## src/rtl/cnt_latch_port.sv

```systemverilog
module cnt_latch_port (
  input  logic        clk,
  input  logic        rst_n,
  input  logic        cnt_en,
  input  logic        gate,
  input  logic        cs,
  input  logic        rd,
  input  logic        wr,
  input  logic [7:0]  wdata,
  output logic [7:0]  rdata,
  input  logic        ctl_wr,
  input  logic [1:0]  ctl_fmt,
  input  logic        latch_cmd,
  output logic [15:0] count_live
);

  localparam logic [1:0] FMT_LO   = 2'b01;
  localparam logic [1:0] FMT_HI   = 2'b10;
  localparam logic [1:0] FMT_BOTH = 2'b11;

  logic [1:0]  fmt;
  logic        rptr, wptr, held;
  logic [15:0] ce, ol;
  logic [7:0]  wlo;

  wire ctl_ok   = ctl_wr && (ctl_fmt != 2'b00);
  wire rd_s     = cs && rd && !ctl_ok;
  wire wr_s     = cs && wr && !ctl_ok;
  wire rd_last  = (fmt != FMT_BOTH) || rptr;
  wire do_load  = wr_s && ((fmt != FMT_BOTH) || wptr);

  logic [15:0] load_val;
  always_comb begin
    case (fmt)
      FMT_LO:  load_val = {8'h00, wdata};
      FMT_HI:  load_val = {wdata, 8'h00};
      default: load_val = {wdata, wlo};
    endcase
  end

  wire [15:0] src     = held ? ol : ce;
  wire        pick_hi = (fmt == FMT_HI) || ((fmt == FMT_BOTH) && rptr);

  assign rdata      = pick_hi ? src[15:8] : src[7:0];
  assign count_live = ce;

  always_ff @(posedge clk) begin
    if (!rst_n) begin
      fmt  <= FMT_BOTH;
      rptr <= 1'b0;
      wptr <= 1'b0;
      held <= 1'b0;
      ol   <= 16'h0000;
      wlo  <= 8'h00;
    end else if (ctl_ok) begin
      fmt  <= ctl_fmt;
      rptr <= 1'b0;
      wptr <= 1'b0;
      held <= 1'b0;
    end else begin
      if (rd_s) begin
        if (fmt == FMT_BOTH) rptr <= ~rptr;
        if (rd_last) held <= 1'b0;
      end
      if (latch_cmd && !held) begin
        ol   <= ce;
        held <= 1'b1;
      end
      if (wr_s && fmt == FMT_BOTH) begin
        wptr <= ~wptr;
        if (!wptr) wlo <= wdata;
      end
    end
  end

  always_ff @(posedge clk) begin
    if (!rst_n)              ce <= 16'h0000;
    else if (do_load)        ce <= load_val;
    else if (gate && cnt_en) ce <= ce - 16'h0001;
  end

endmodule

```

## config.mk

```make
export PLATFORM = sky130hd
export DESIGN_NAME = cnt_latch_port
export DESIGN_NICKNAME = d
export VERILOG_FILES = /design/src/rtl/cnt_latch_port.sv
export SDC_FILE = /design/constraint.sdc
export NUM_CORES = 1
export LEC_CHECK = 0
export BUFFER_PORTS_ARGS = -buffer_cell sky130_fd_sc_hd__buf_2
export CAP_MARGIN = 15
export CORE_ASPECT_RATIO = 0.9
export CORE_MARGIN = 8
export CORE_UTILIZATION = 40
export DETAILED_ROUTE_END_ITERATION = 16
export PLACE_DENSITY = 0.66
export SYNTH_ARGS = -nofsm -noshare
export SYNTH_HDL_FRONTEND = slang
export SYNTH_SLANG_ARGS = --single-unit
```

## constraint.sdc

```tcl
create_clock -name clk -period 1.8 [get_ports clk]
set_input_delay 0.09 -clock clk [delete_from_list [all_inputs] [get_ports clk]]
set_output_delay 0.09 -clock clk [all_outputs]
set_load 0.05 [all_outputs]
```

== Word-level counts from Yosys, hierarchy flattened ==
Cells that the tools add are included.

* Register bits: 45
* Input bits: 19
* Output and inout bits: 24
* Word-level logic and storage cells: 48

* $add $sub $neg: 1
* Eq/ne operators: 4
* Multiplexer cells: 8
* Bitwise logic cells: 4
* Reduce and logical (&&, ||, !) cells: 24

{| class="wikitable"
|+ Operators by type and width
! cell !! count
|-
| $mux 16 || 3
|-
| $pmux 16 s2 || 1
|-
| $sub 16x1->16 const B || 1
|-
| $logic_and 1x1->1 || 10
|-
| $mux 8 || 1
|-
| $reduce_bool 2->1 || 4
|-
| $reduce_and 2->1 || 3
|-
| $eq 2x2->1 const B || 2
|-
| $not 1->1 || 4
|-
| $logic_or 1x1->1 || 3
|-
| $mux 1 || 3
|-
| $reduce_and 3->1 || 1
|-
| $eq 2x1->1 const B || 1
|-
| $logic_not 1->1 || 2
|-
| $ne 2x2->1 const B || 1
|-
| $reduce_or 2->1 || 1
|}

== Longest topological paths before layout ==
Gate-level depths: netlist of run 1.

* Depth in word-level cells: 6
* Gate-level depth with buffers: 9
* Gate-level depth less buffers: 7

== Least setup slack after synthesis of run 1 ==
Ideal clock, no wire load.

* Path type: register to register
* Start: register ce[10], in the netlist count_live[10]
* End: register ce[15], in the netlist count_live[15]
* Setup time: 0.115 ns
* Arrival: 1.937 ns
* Data required time: 1.685 ns
* Slack: -0.252 ns
* Stages on the path, launching flop included: 6
* Path buffers: 0
* Period minus slack after synthesis: 2.052 ns
* Cell sequence: dfxtp_1 -> or4_4 -> or3_4 -> nor4_4 -> xnor2_1 -> o21ai_2

* Longest elaborated chain between the ends: 3

{| class="wikitable"
|+ RTL lines
! item !! line !! RTL
|-
| start: declaration || 23 || <nowiki>logic [15:0] ce, ol;</nowiki>
|-
| start signal: assignment || 78 || <nowiki>else if (do_load) ce <= load_val;</nowiki>
|-
| start signal: assignment || 79 || <nowiki>else if (gate && cnt_en) ce <= ce - 16'h0001;</nowiki>
|-
| $sub 16x1->16 || 79 ||
|-
| $mux 16 || 79 ||
|-
| $mux 16 || 78 ||
|}

No other way between the ends. The select of a mux whose other input is x is not followed.
A chain may end at the register's enable or synchronous reset.

== Worst setup path in the final report of run 1 ==
* Start: register fmt[0]
* End: output port rdata[5]

* Longest elaborated chain between the ends: 4
* Elaborated cells on any way between the ends: 5
* Classes of those cells: eq/ne: 2; mux: 1; reduce/logical: 2

{| class="wikitable"
|+ RTL lines
! item !! line !! RTL
|-
| start: declaration || 21 || <nowiki>logic [1:0] fmt;</nowiki>
|-
| start signal: assignment || 56 || <nowiki>fmt <= ctl_fmt;</nowiki>
|-
| $eq 2x2->1 || 42 || <nowiki>wire pick_hi = (fmt == FMT_HI) || ((fmt == FMT_BOTH) && rptr);</nowiki>
|-
| $logic_and 1x1->1 || 42 ||
|-
| $logic_or 1x1->1 * || 42 ||
|-
| $mux 8 * || 44 || <nowiki>assign rdata = pick_hi ? src[15:8] : src[7:0];</nowiki>
|-
| end: declaration || 10 || <nowiki>output logic [7:0] rdata,</nowiki>
|}

Mark *: on every way between the ends. The rest lies on a longest branch, timed or not.

==> summary.txt, run 1 <==
Logic synthesis
  • Syn nets: 297
  • Area contributors post-synth: dfxtp_1 39%, nand2_1 9.7%, mux4_2 7.8%
  • Netlist cell types: 40
  • Largest family of logic cells by synthesized area: simple AND/OR/NAND/NOR gates
  • Xor/xnor cell area share of the yosys netlist: 0.05685
  • Synth top area share: 0.3898
  • Seq cells post-synth: 45
  • Synth Area per Inst: 8.434 um^2
  • Sequential area share after synthesis: 0.3898
  • Fraction of registers with async set/reset: 0
  • Mux cell area share after synthesis: 0.1126
  • Synth Area in Simple Gates: 0.2366
  • Prevailing post-synth register cell: dfxtp_1
  • Area leader, netlist: dfxtp_1
  • Cell count after synthesis: 274
  • Most numerous cell in the Yosys netlist: nand2_1
  • Adder-Cell Fraction of Synth Area: 0.02166
  • Synth top cells by count: 60 x nand2_1, 45 x dfxtp_1, 26 x a21oi_1
  • Post-synth EDFFs: 0
  • Compound-Gate Fraction of Synth Area: 0.1446
  • Synth warn: 0
  • Cell area after synthesis: 0.002311 mm^2

Run status
  • Failing checks: negative setup slack
  • Outcome: finished, violations left

Timing
  • Period utilization: 1.071
  • Slew of the pin with the lowest slew margin: 0.5857 ns
  • RSZ-0062 raised after global routing: yes
  • Slew headroom: 0.6091
  • Max Transition Viols Final: 0
  • Fin. Hold Viols: 0
  • Setup ws final: -0.1280 ns
  • Final setup TNS: -0.6425 ns
  • Fmax: 0.5187 GHz
  • Tmin final: 1.928 ns
  • # setup viols final: 8
  • Fin Clk Skew: 0.006134 ns

Worst hold path
  • Hold Crit Class: input pin to flip-flop

Global routing
  • Most Crowded Layer GR: met2
  • GRT Total Usage: 0.1551
  • Met1 Use GR: 0.2079
  • GRT met2 Usage: 0.2430
  • Met3 Use GR: 0.03942
  • Grt ovf: 0
  • First-pass GRT wire length: 10,250 um
  • Initial antenna violation count: 0
  • Number of global-route vias before repair: 1,994
  • Largest net degree at the start of global routing: 21

Clocking
  • H-tree depth: 2
  • CTS Sinks: 45
  • Clk_lat worst skew: 0.30 ns
  • Reg clk slew, reported paths: 0.08 ns
  • Hold_buf cts: 0
  • Total CTS buffers: 5
  • CTS max path bufs: 2
  • Root Driver: clkbuf_8
  • CTS tree: yes

Worst setup path
  • Critical path arrival: 1.84 ns
  • Slowest-stage cell, CP: mux4_2
  • Kind of critical path: flip-flop to output port
  • End of the critical path: rdata[5]
  • Worst path max stage delay: 0.52 ns
  • Critical Path Stages: 5
  • Critical R2R Launch: count_live[7]$_SDFFE_PN0P_
  • Crit end category: output port
  • Reg2reg setup slack: -0.01 ns
  • Critical Path Start Type: flip-flop
  • Critical-path cell list: ha_2 -> a21oi_4 -> buf_12 -> mux4_2 -> buf_8
  • CP max FO: 7
  • Reg-to-Reg End: count_live[15]$_SDFFE_PN0P_
  • CP required: 1.71 ns
  • Setup crit start: fmt[0]$_SDFFE_PN1P_
  • Worst reg-to-reg path cell count: 5
  • Top Family by Delay on Critical Path: multiplexers
  • CP Buf/Inv Count: 2

Floorplan
  • Die area: 0.008469 mm^2
  • Initial core utilization: 0.4106
  • Top Ports: 43
  • Height of the die: 88.11 um
  • Chip width: 96.12 um
  • Site Rows: 26
  • Core ar.: 0.005628 mm^2

Placed design
  • DP HPWL: 4723 um
  • Setup WS pre-CTS: 0.002208 ns
  • Gpl congestion: 0.7877
  • Port Buffer Count: 42
  • Placement Cell Area: 0.002759 mm^2

Route
  • Drt wl/cell: 15.57 um
  • Via count: 2,123
  • DR vias/cell: 5.308
  • DRC: 0
  • Number of routed nets with antenna violations: 0
  • DR pass1 iterations: 4
  • Routed WL: 6226 um
  • Initial drt markers: 156

Finish
  • Design Area, Final: 0.002972 mm^2
  • Share of cells above drive strength 1: 0.3242
  • Diodes inserted: 0
  • Nets: 352
  • Synthesis-to-finish area growth: 28.59%

Power and ir drop
  • Maximum VDD drop: 0.6040 mV
  • Switching power: 0.001059 W
  • Pleak: 1.170 nW
  • P_int: 0.001809 W
  • Gate power share: 0.360
  • Clock power frac: 0.244
  • Power density over the cells: 965.3 mW/mm^2
  • Switching share of total power: 0.3692
  • Flop pwr share: 0.396

Run
  • Max cap viols: 0
[power by group through the flow]
stage,logic (W),registers [W],clock network [W]
floorplan,0.000524,0.00132,0
global placement,0.000954,0.00115,0
detailed placement,0.000966,0.00116,0
CTS,0.00101,0.00113,0.000718
global route,0.00111,0.00115,0.000764
finish,0.00103,0.00114,0.000701
[cell usage in the layout, fill, tap and decap left out, types with 6 or more instances in the layout]
cell	count
a211oi_1	7
buf_6	6
mux2i_1	8
mux4_2	8
nor2_1	15
buf_2	34
xnor2_1	13
o21ai_0	13
a21oi_1	26
buf_4	22
nand2_1	60
clkbuf_8	7
dfxtp_1	37
[worst min-delay path, delay by kind of cell]
kind,cells,cell delay [ns]
buffers and inverters,1,0.10
AND/OR/NAND/NOR,1,0.07
multiplexers,1,0.06
[what timing repair did]
item,CTS,global route
endpoints found under the hold margin,0,0
resized for setup,22,9
endpoints found under the setup margin,10,15
pin swaps,3,2
buffers inserted,1,0
[worst min path at each step]
stage,from,end,slack (ns),depth (start not counted)
after detailed placement,wdata[5],wlo[5]$_SDFFE_PN0P_,0.37,3
after global placement,wdata[5],wlo[5]$_SDFFE_PN0P_,0.36,3
after CTS,wdata[5],wlo[5]$_SDFFE_PN0P_,0.06,3
final,wdata[5],wlo[5]$_SDFFE_PN0P_,0.06,3
after global routing,wdata[6],wlo[6]$_SDFFE_PN0P_,0.07,3
after floorplan,wdata[2],count_live[10]$_SDFFE_PN0P_,0.22,2
[metal layers]
metal / vias to the layer above / wire [um] / part of all wire
li1: 1064 / - / -
met4: 0 / 43 / 0.0069
met5: - / 0 / 0
met3: 6 / 341 / 0.055
met1: 1011 / 2947 / 0.47
met2: 42 / 2894 / 0.46
[state kept, by name (all words and copies together), names as in the netlist]
name        count
rptr            1
count_live     16
ol             16
wlo             8
wptr            1
fmt             2
held            1
[layout make-up]
cell class	count	area [um^2]
timing repair buffer	65	457.9
fill	546	2656
multi-input combinational	206	1384
sequential	45	918.4
inverter	6	22.52
tap	70	87.58
clock buffer	7	96.34
clock inverter	1	5.005
[through the flow]
stage / cells / hold WS (ns) / utilization / total power [W]
2_1_floorplan: 274 / 0.2229 / - / 0.001844
3_3_place_gp: 391 / 0.3630 / 0.4902 / 0.002108
3_5_place_dp: 391 / 0.3690 / 0.4902 / 0.002121
4_1_cts: 400 / 0.05602 / 0.5225 / 0.002861
5_1_grt: 400 / 0.07260 / 0.5280 / 0.003026
6_report: 400 / 0.05817 / 0.5280 / 0.002869
[kinds of logic after synthesis]
family	count (synthesis)
multiplexers	16
flip-flops	45
AO/OA/AOI/OAI	58
XOR/XNOR	15
adder cells (fa/ha/maj)	4
AND/OR/NAND/NOR	113
buffers and inverters	23
No activity file was read; power rests on OpenSTA's default activity.
==> run 2, diff against run 1 <==
- ABC_AREA: not set -> 1
- PLACE_DENSITY: 0.66 -> 0.65
- TNS_END_PERCENT: not set -> 10
==> run 2 against run 1 <==
  * The flow now finishes without violations
  * Die area up 7.9%
  * Synthesized area up 9.6%
  * Sequential share of layout area decreased by 0.85 points
  * Count of clock-buffer cells in the layout is the same
  * Worst hold slack worse by 0.017 ns
  * Global-route usage fell by 0.062 points
  * Routed wire length grew 12%
  * Critical path depth is 1 higher
  * Combinational power about the same
  * Clock power shrank 2%
  * Non-clock buffer count shrank 14
  * Critical path type unchanged
  * Largest cell class unchanged
  * Highest routed layer unchanged
==> summary.txt, run 2 <==
Worst setup path
  • Slowest-stage cell, CP: dfxtp_2
  • CP max FO: 8
  • Worst path max stage delay: 0.35 ns
  • Worst path most repeated cell: buf_6
  • Critical Path Start Type: flip-flop
  • Critical-path cell list: ha_2 -> a21oi_4 -> buf_6 -> o211ai_1 -> o21ai_1 -> buf_6
  • Critical path arrival: 1.61 ns
  • Critical R2R Launch: count_live[1]$_SDFFE_PN0P_
  • CP required: 1.71 ns
  • Kind of critical path: flip-flop to output port
  • Setup crit start: fmt[1]$_SDFFE_PN1P_
  • Crit end category: output port

Run status
  • Outcome: finished clean

Clocking
  • CTS max path bufs: 2
  • Total CTS buffers: 5
  • Clk_lat worst skew: 0.30 ns
  • H-tree depth: 2
  • CTS Sinks: 45
  • Reg clk slew, reported paths: 0.09 ns
  • Hold_buf cts: 0
  • CTS tree: yes
  • Root Driver: clkbuf_8

Placed design
  • Placement Cell Area: 0.002816 mm^2
  • Setup WS pre-CTS: 0.1287 ns
  • Gpl congestion: 0.8768
  • Port Buffer Count: 42
  • DP HPWL: 5351 um

Worst hold path
  • Hold Crit Class: input pin to flip-flop
  • Hold path startpoint: wdata[1]

Logic synthesis
  • Seq cells post-synth: 45
  • Netlist cell types: 25
  • Sequential area share after synthesis: 0.3557
  • Area leader, netlist: dfxtp_1
  • Cell area after synthesis: 0.002532 mm^2
  • Synth warn: 0
  • Post-synth EDFFs: 0
  • Synth top cells by count: 76 x nand2_1, 67 x o21ai_0, 45 x dfxtp_1
  • Synth Area per Inst: 6.595 um^2
  • Prevailing post-synth register cell: dfxtp_1
  • Area contributors post-synth: dfxtp_1 36%, o21ai_0 13%, nand2_1 11%
  • Cell count after synthesis: 384
  • Syn nets: 407
  • Fraction of registers with async set/reset: 0
  • Most numerous cell in the Yosys netlist: nand2_1
  • Synth top area share: 0.3557

Timing
  • Final setup TNS: 0 ns
  • RSZ-0062 raised after global routing: yes
  • Slew of the pin with the lowest slew margin: 0.4657 ns
  • Period utilization: 0.9466
  • Hold_ws: 0.04151 ns
  • Fin Clk Skew: 0.01098 ns
  • Setup ws final: 0.09617 ns
  • # setup viols final: 0
  • Fin. Hold Viols: 0
  • Fmax: 0.5869 GHz
  • Max Transition Viols Final: 0
  • Slew headroom: 0.6891
  • Tmin final: 1.704 ns

Power and ir drop
  • Maximum VDD drop: 0.6070 mV
  • Power density over the cells: 963.7 mW/mm^2
  • Final Total Pwr: 0.002896 W
  • Pleak: 1.462 nW

Route
  • Drt wl/cell: 13.70 um
  • Via count: 2,624
  • Number of routed nets with antenna violations: 0
  • DR vias/cell: 5.135
  • Routed WL: 6999 um
  • DR pass1 iterations: 4
  • DRC: 0
  • Initial drt markers: 133

Global routing
  • First-pass GRT wire length: 11,640 um
  • Largest net degree at the start of global routing: 34
  • Initial antenna violation count: 0
  • Grt ovf: 0
  • Number of global-route vias before repair: 2,407
  • GRT Total Usage: 0.1545

Floorplan
  • Die area: 0.009137 mm^2
  • Core ar.: 0.006115 mm^2
  • Chip width: 99.87 um
  • Site Rows: 27
  • Initial core utilization: 0.4142
  • Top Ports: 43
  • Height of the die: 91.49 um

Finish
  • Synthesis-to-finish area growth: 18.68%
  • Diodes inserted: 0
  • Nets: 446
  • Share of cells above drive strength 1: 0.1863
  • Most frequent cells in the layout: 75 x nand2_1, 63 x o21ai_0, 43 x dfxtp_1, 42 x inv_1, 37 x nand3_1
  • Design Area, Final: 0.003005 mm^2
  • Most common cell after layout, fill and taps aside: nand2_1

Run
  • Max cap viols: 0
-- run 2: path summary, 6_finish.rpt --
path,to,slack (ns),cells after the start
worst max-delay path,rdata[0],0.1,6
worst max register to register,count_live[6]$_SDFFE_PN0P_,0.18,8
worst min register to register,wlo[3]$_SDFFE_PN0P_,0.45,2
worst min-delay path,wlo[1]$_SDFFE_PN0P_,0.04,3
-- run 2: metal layers --
layer	vias up	track usage	wire length, um
met2	59	0.2549	3246
met5	-	0	0
li1	1353	-	-
met1	1205	0.1995	3315
met4	0	0.03275	55
met3	7	0.03509	380
-- run 2: power by group --
group | switching [W] | leakage [nW] | internal [W] | total [W]
combinational | 0.000733 | 1.04 | 0.000324 | 0.00106
sequential | 0.0000754 | 0.369 | 0.00108 | 0.00116
clock | 0.000336 | 0.0542 | 0.000347 | 0.000684
total | 0.00115 | 1.46 | 0.00175 | 0.00290
-- run 2: logic make-up (layout without fill, tap and decap cells) --
family | after synthesis | after routing | share of synthesized area
and+or+nand+nor | 147 | 147 | 0.2549
AOI/OAI and AO/OA | 121 | 121 | 0.2569
buffers and inverters | 66 | 106 | 0.1092
DFF | 45 | 45 | 0.3557
adders and majority gates | 4 | 4 | 0.01976
xor gates and xnor gates | 1 | 1 | 0.003459
-- run 2: repair_timing --
| item | 4_1_cts | 5_1_grt |
|---|---|---|
| gates cloned | 1 | 0 |
| endpoints found under the hold margin | 0 | 0 |
| pin swaps | 1 | 0 |
| setup buffers | 1 | 0 |
| setup endpoints to repair | 8 | 14 |
| resized for setup | 16 | 11 |
-- run 2: per-stage QoR --
step,std cells,util
finish,511,0.4915
global route,511,0.4915
CTS,511,0.4862
detailed placement,501,0.4606
global placement,501,0.4606
floorplan,384,-
-- run 2: layout make-up --
| type | count | area, um^2 |
|---|---|---|
| tap | 87 | 108.9 |
| clock inverter | 1 | 5.005 |
| fill | 628 | 3109 |
| sequential | 45 | 903.4 |
| clock buffer | 7 | 96.34 |
| inverter | 47 | 176.4 |
| timing repair buffer | 51 | 326.6 |
| multi-input combinational | 273 | 1389 |
-- run 2: worst max-delay path, delay by kind of cell (launching register included) --
family | cells | cell delay [ns]
buf+inv | 2 | 0.34
flops | 1 | 0.35
fa+ha+maj | 1 | 0.20
compound gates | 3 | 0.42
==> run 3, diff against run 2 <==
- RECOVER_POWER: not set -> 25
==> run 3 against run 2 <==
  * Die area unchanged
  * Sequential share of layout area grew 0.13 points
  * Global-route usage did not move
  * Register-to-register slack got worse by 0.03 ns
  * Maximum frequency down 2.5%
  * Critical endpoint unchanged
  * Largest power group unchanged
  * Highest routed layer unchanged
==> summary.txt, run 3 (synthesis gave the netlist of run 2 again) <==
Global routing
  • GRT Total Usage: 0.1545
  • Grt ovf: 0
  • Initial antenna violation count: 0
  • Largest net degree at the start of global routing: 34
  • First-pass GRT wire length: 11,640 um
  • Number of global-route vias before repair: 2,407

Timing
  • Hold_ws: 0.04166 ns
  • RSZ-0062 raised after global routing: yes
  • Max Transition Viols Final: 0
  • # setup viols final: 0
  • Fin Clk Skew: 0.01059 ns
  • Slew of the pin with the lowest slew margin: 0.6088 ns
  • Period utilization: 0.9705
  • Fmax: 0.5724 GHz
  • Fin. Hold Viols: 0
  • Tmin final: 1.747 ns
  • Slew headroom: 0.5959

Route
  • Drt wl/cell: 13.77 um
  • Via count: 2,608
  • Initial drt markers: 151
  • DR vias/cell: 5.104
  • Routed WL: 7036 um
  • DRC: 0
  • Number of routed nets with antenna violations: 0
  • DR pass1 iterations: 4

Floorplan
  • Die area: 0.009137 mm^2
  • Top Ports: 43
  • Chip width: 99.87 um
  • Site Rows: 27
  • Core ar.: 0.006115 mm^2
  • Initial core utilization: 0.4142
  • Height of the die: 91.49 um

Finish
  • Share of cells above drive strength 1: 0.1462
  • Nets: 446
  • Most common cell after layout, fill and taps aside: nand2_1
  • Multi-input gate area: 0.001389 mm^2
  • Synthesis-to-finish area growth: 17.84%
  • Diodes inserted: 0
  • Filler cells: 640
  • Design Area, Final: 0.002984 mm^2
  • Most frequent cells in the layout: 75 x nand2_1, 63 x o21ai_0, 45 x dfxtp_1, 42 x inv_1, 37 x nand3_1
  • Register Area: 900.9 um^2

Worst setup path
  • Kind of critical path: flip-flop to output port
  • Critical Path Start Type: flip-flop
  • CP required: 1.71 ns
  • Crit end category: output port
  • CP max FO: 8
  • Critical path arrival: 1.66 ns

Power and ir drop
  • Power density over the cells: 969.2 mW/mm^2
  • Maximum VDD drop: 0.6075 mV
  • Pleak: 1.403 nW

Run status
  • Outcome: finished clean

Worst hold path
  • Hold Crit Class: input pin to flip-flop

Clocking
  • Reg clk slew, reported paths: 0.09 ns
  • Clk_lat worst skew: 0.30 ns
  • CTS max path bufs: 2
  • Root Driver: clkbuf_8
  • Total CTS buffers: 5
  • CTS Sinks: 45
  • CTS tree: yes
  • H-tree depth: 2

Placed design
  • Port Buffer Count: 42
  • Placement Cell Area: 0.002816 mm^2
  • Gpl congestion: 0.8768
  • DP HPWL: 5351 um

Run
  • Max cap viols: 0
==> run 3: cell types whose count changed in the layout (fill, tap and decap cells not counted), sizes merged <==
cell	delta
clkbuf	+15
buf	-15
==> run 3: worst max-delay path, stage by stage, from the launching register on <==
cell	delay, ns
dfxtp_1	0.38
inv_2	0.07
ha_4	0.17
a21oi_4	0.16
buf_6	0.16
o211ai_1	0.09
o21ai_1	0.14
buf_6	0.19
==> run 3: per-layer routing <==
layer	vias up	wire [um]	global-route usage
met1	1190	3402	0.1995
met4	0	48	0.03275
met5	-	0	0
li1	1356	-	-
met3	6	348	0.03509
met2	56	3237	0.2549
==> run 3: cell type report <==
cell class	count	share of cell area
Clock buffer	7	0.03229
Clock inverter	1	0.001677
Inverter	47	0.05912
Multi-Input combinational cell	273	0.4654
Sequential cell	45	0.3019
Tap cell	87	0.03648
Timing Repair Buffer	51	0.1031
==> run 3: stage by stage <==
step                TNS [ns]  utilization  cells  total power [W]  worst slack, ns
floorplan             -2.213            -    384         0.001928          -0.3411
detailed placement         0       0.4606    501         0.002177           0.1287
CTS                        0       0.4862    511         0.002899          0.03807
global route         -0.1872       0.4880    511         0.003078         -0.03820
global placement           0       0.4606    501         0.002165           0.1485
finish                     0       0.4880    511         0.002892          0.05305
==> run 3: what timing repair did <==
item	4_1_cts	5_1_grt
endpoints found under the hold margin	0	0
pin swaps	1	0
gates cloned	1	0
resized for setup	16	11
hold buffers	0	0
setup buffers	1	0
setup endpoints to repair	8	14
==> run 3: worst paths after layout <==
path / to / depth (start not counted) / from / slack, ns
max: rdata[0] / 7 / fmt[0]$_SDFFE_PN1P_ / 0.05
min: wlo[1]$_SDFFE_PN0P_ / 3 / wdata[1] / 0.04
max reg2reg: count_live[5]$_SDFFE_PN0P_ / 8 / fmt[1]$_SDFFE_PN1P_ / 0.15
min reg2reg: wlo[3]$_SDFFE_PN0P_ / 2 / wlo[3]$_SDFFE_PN0P_ / 0.45
==> run 3: power breakdown <==
part / internal, W / leakage (nW) / total (W) / switching (W)
Combinational: 0.000314 / 0.979 / 0.00105 / 0.000738
Sequential: 0.00108 / 0.369 / 0.00116 / 0.0000767
Clock: 0.000347 / 0.0542 / 0.000685 / 0.000337
Total: 0.00174 / 1.40 / 0.00289 / 0.00115
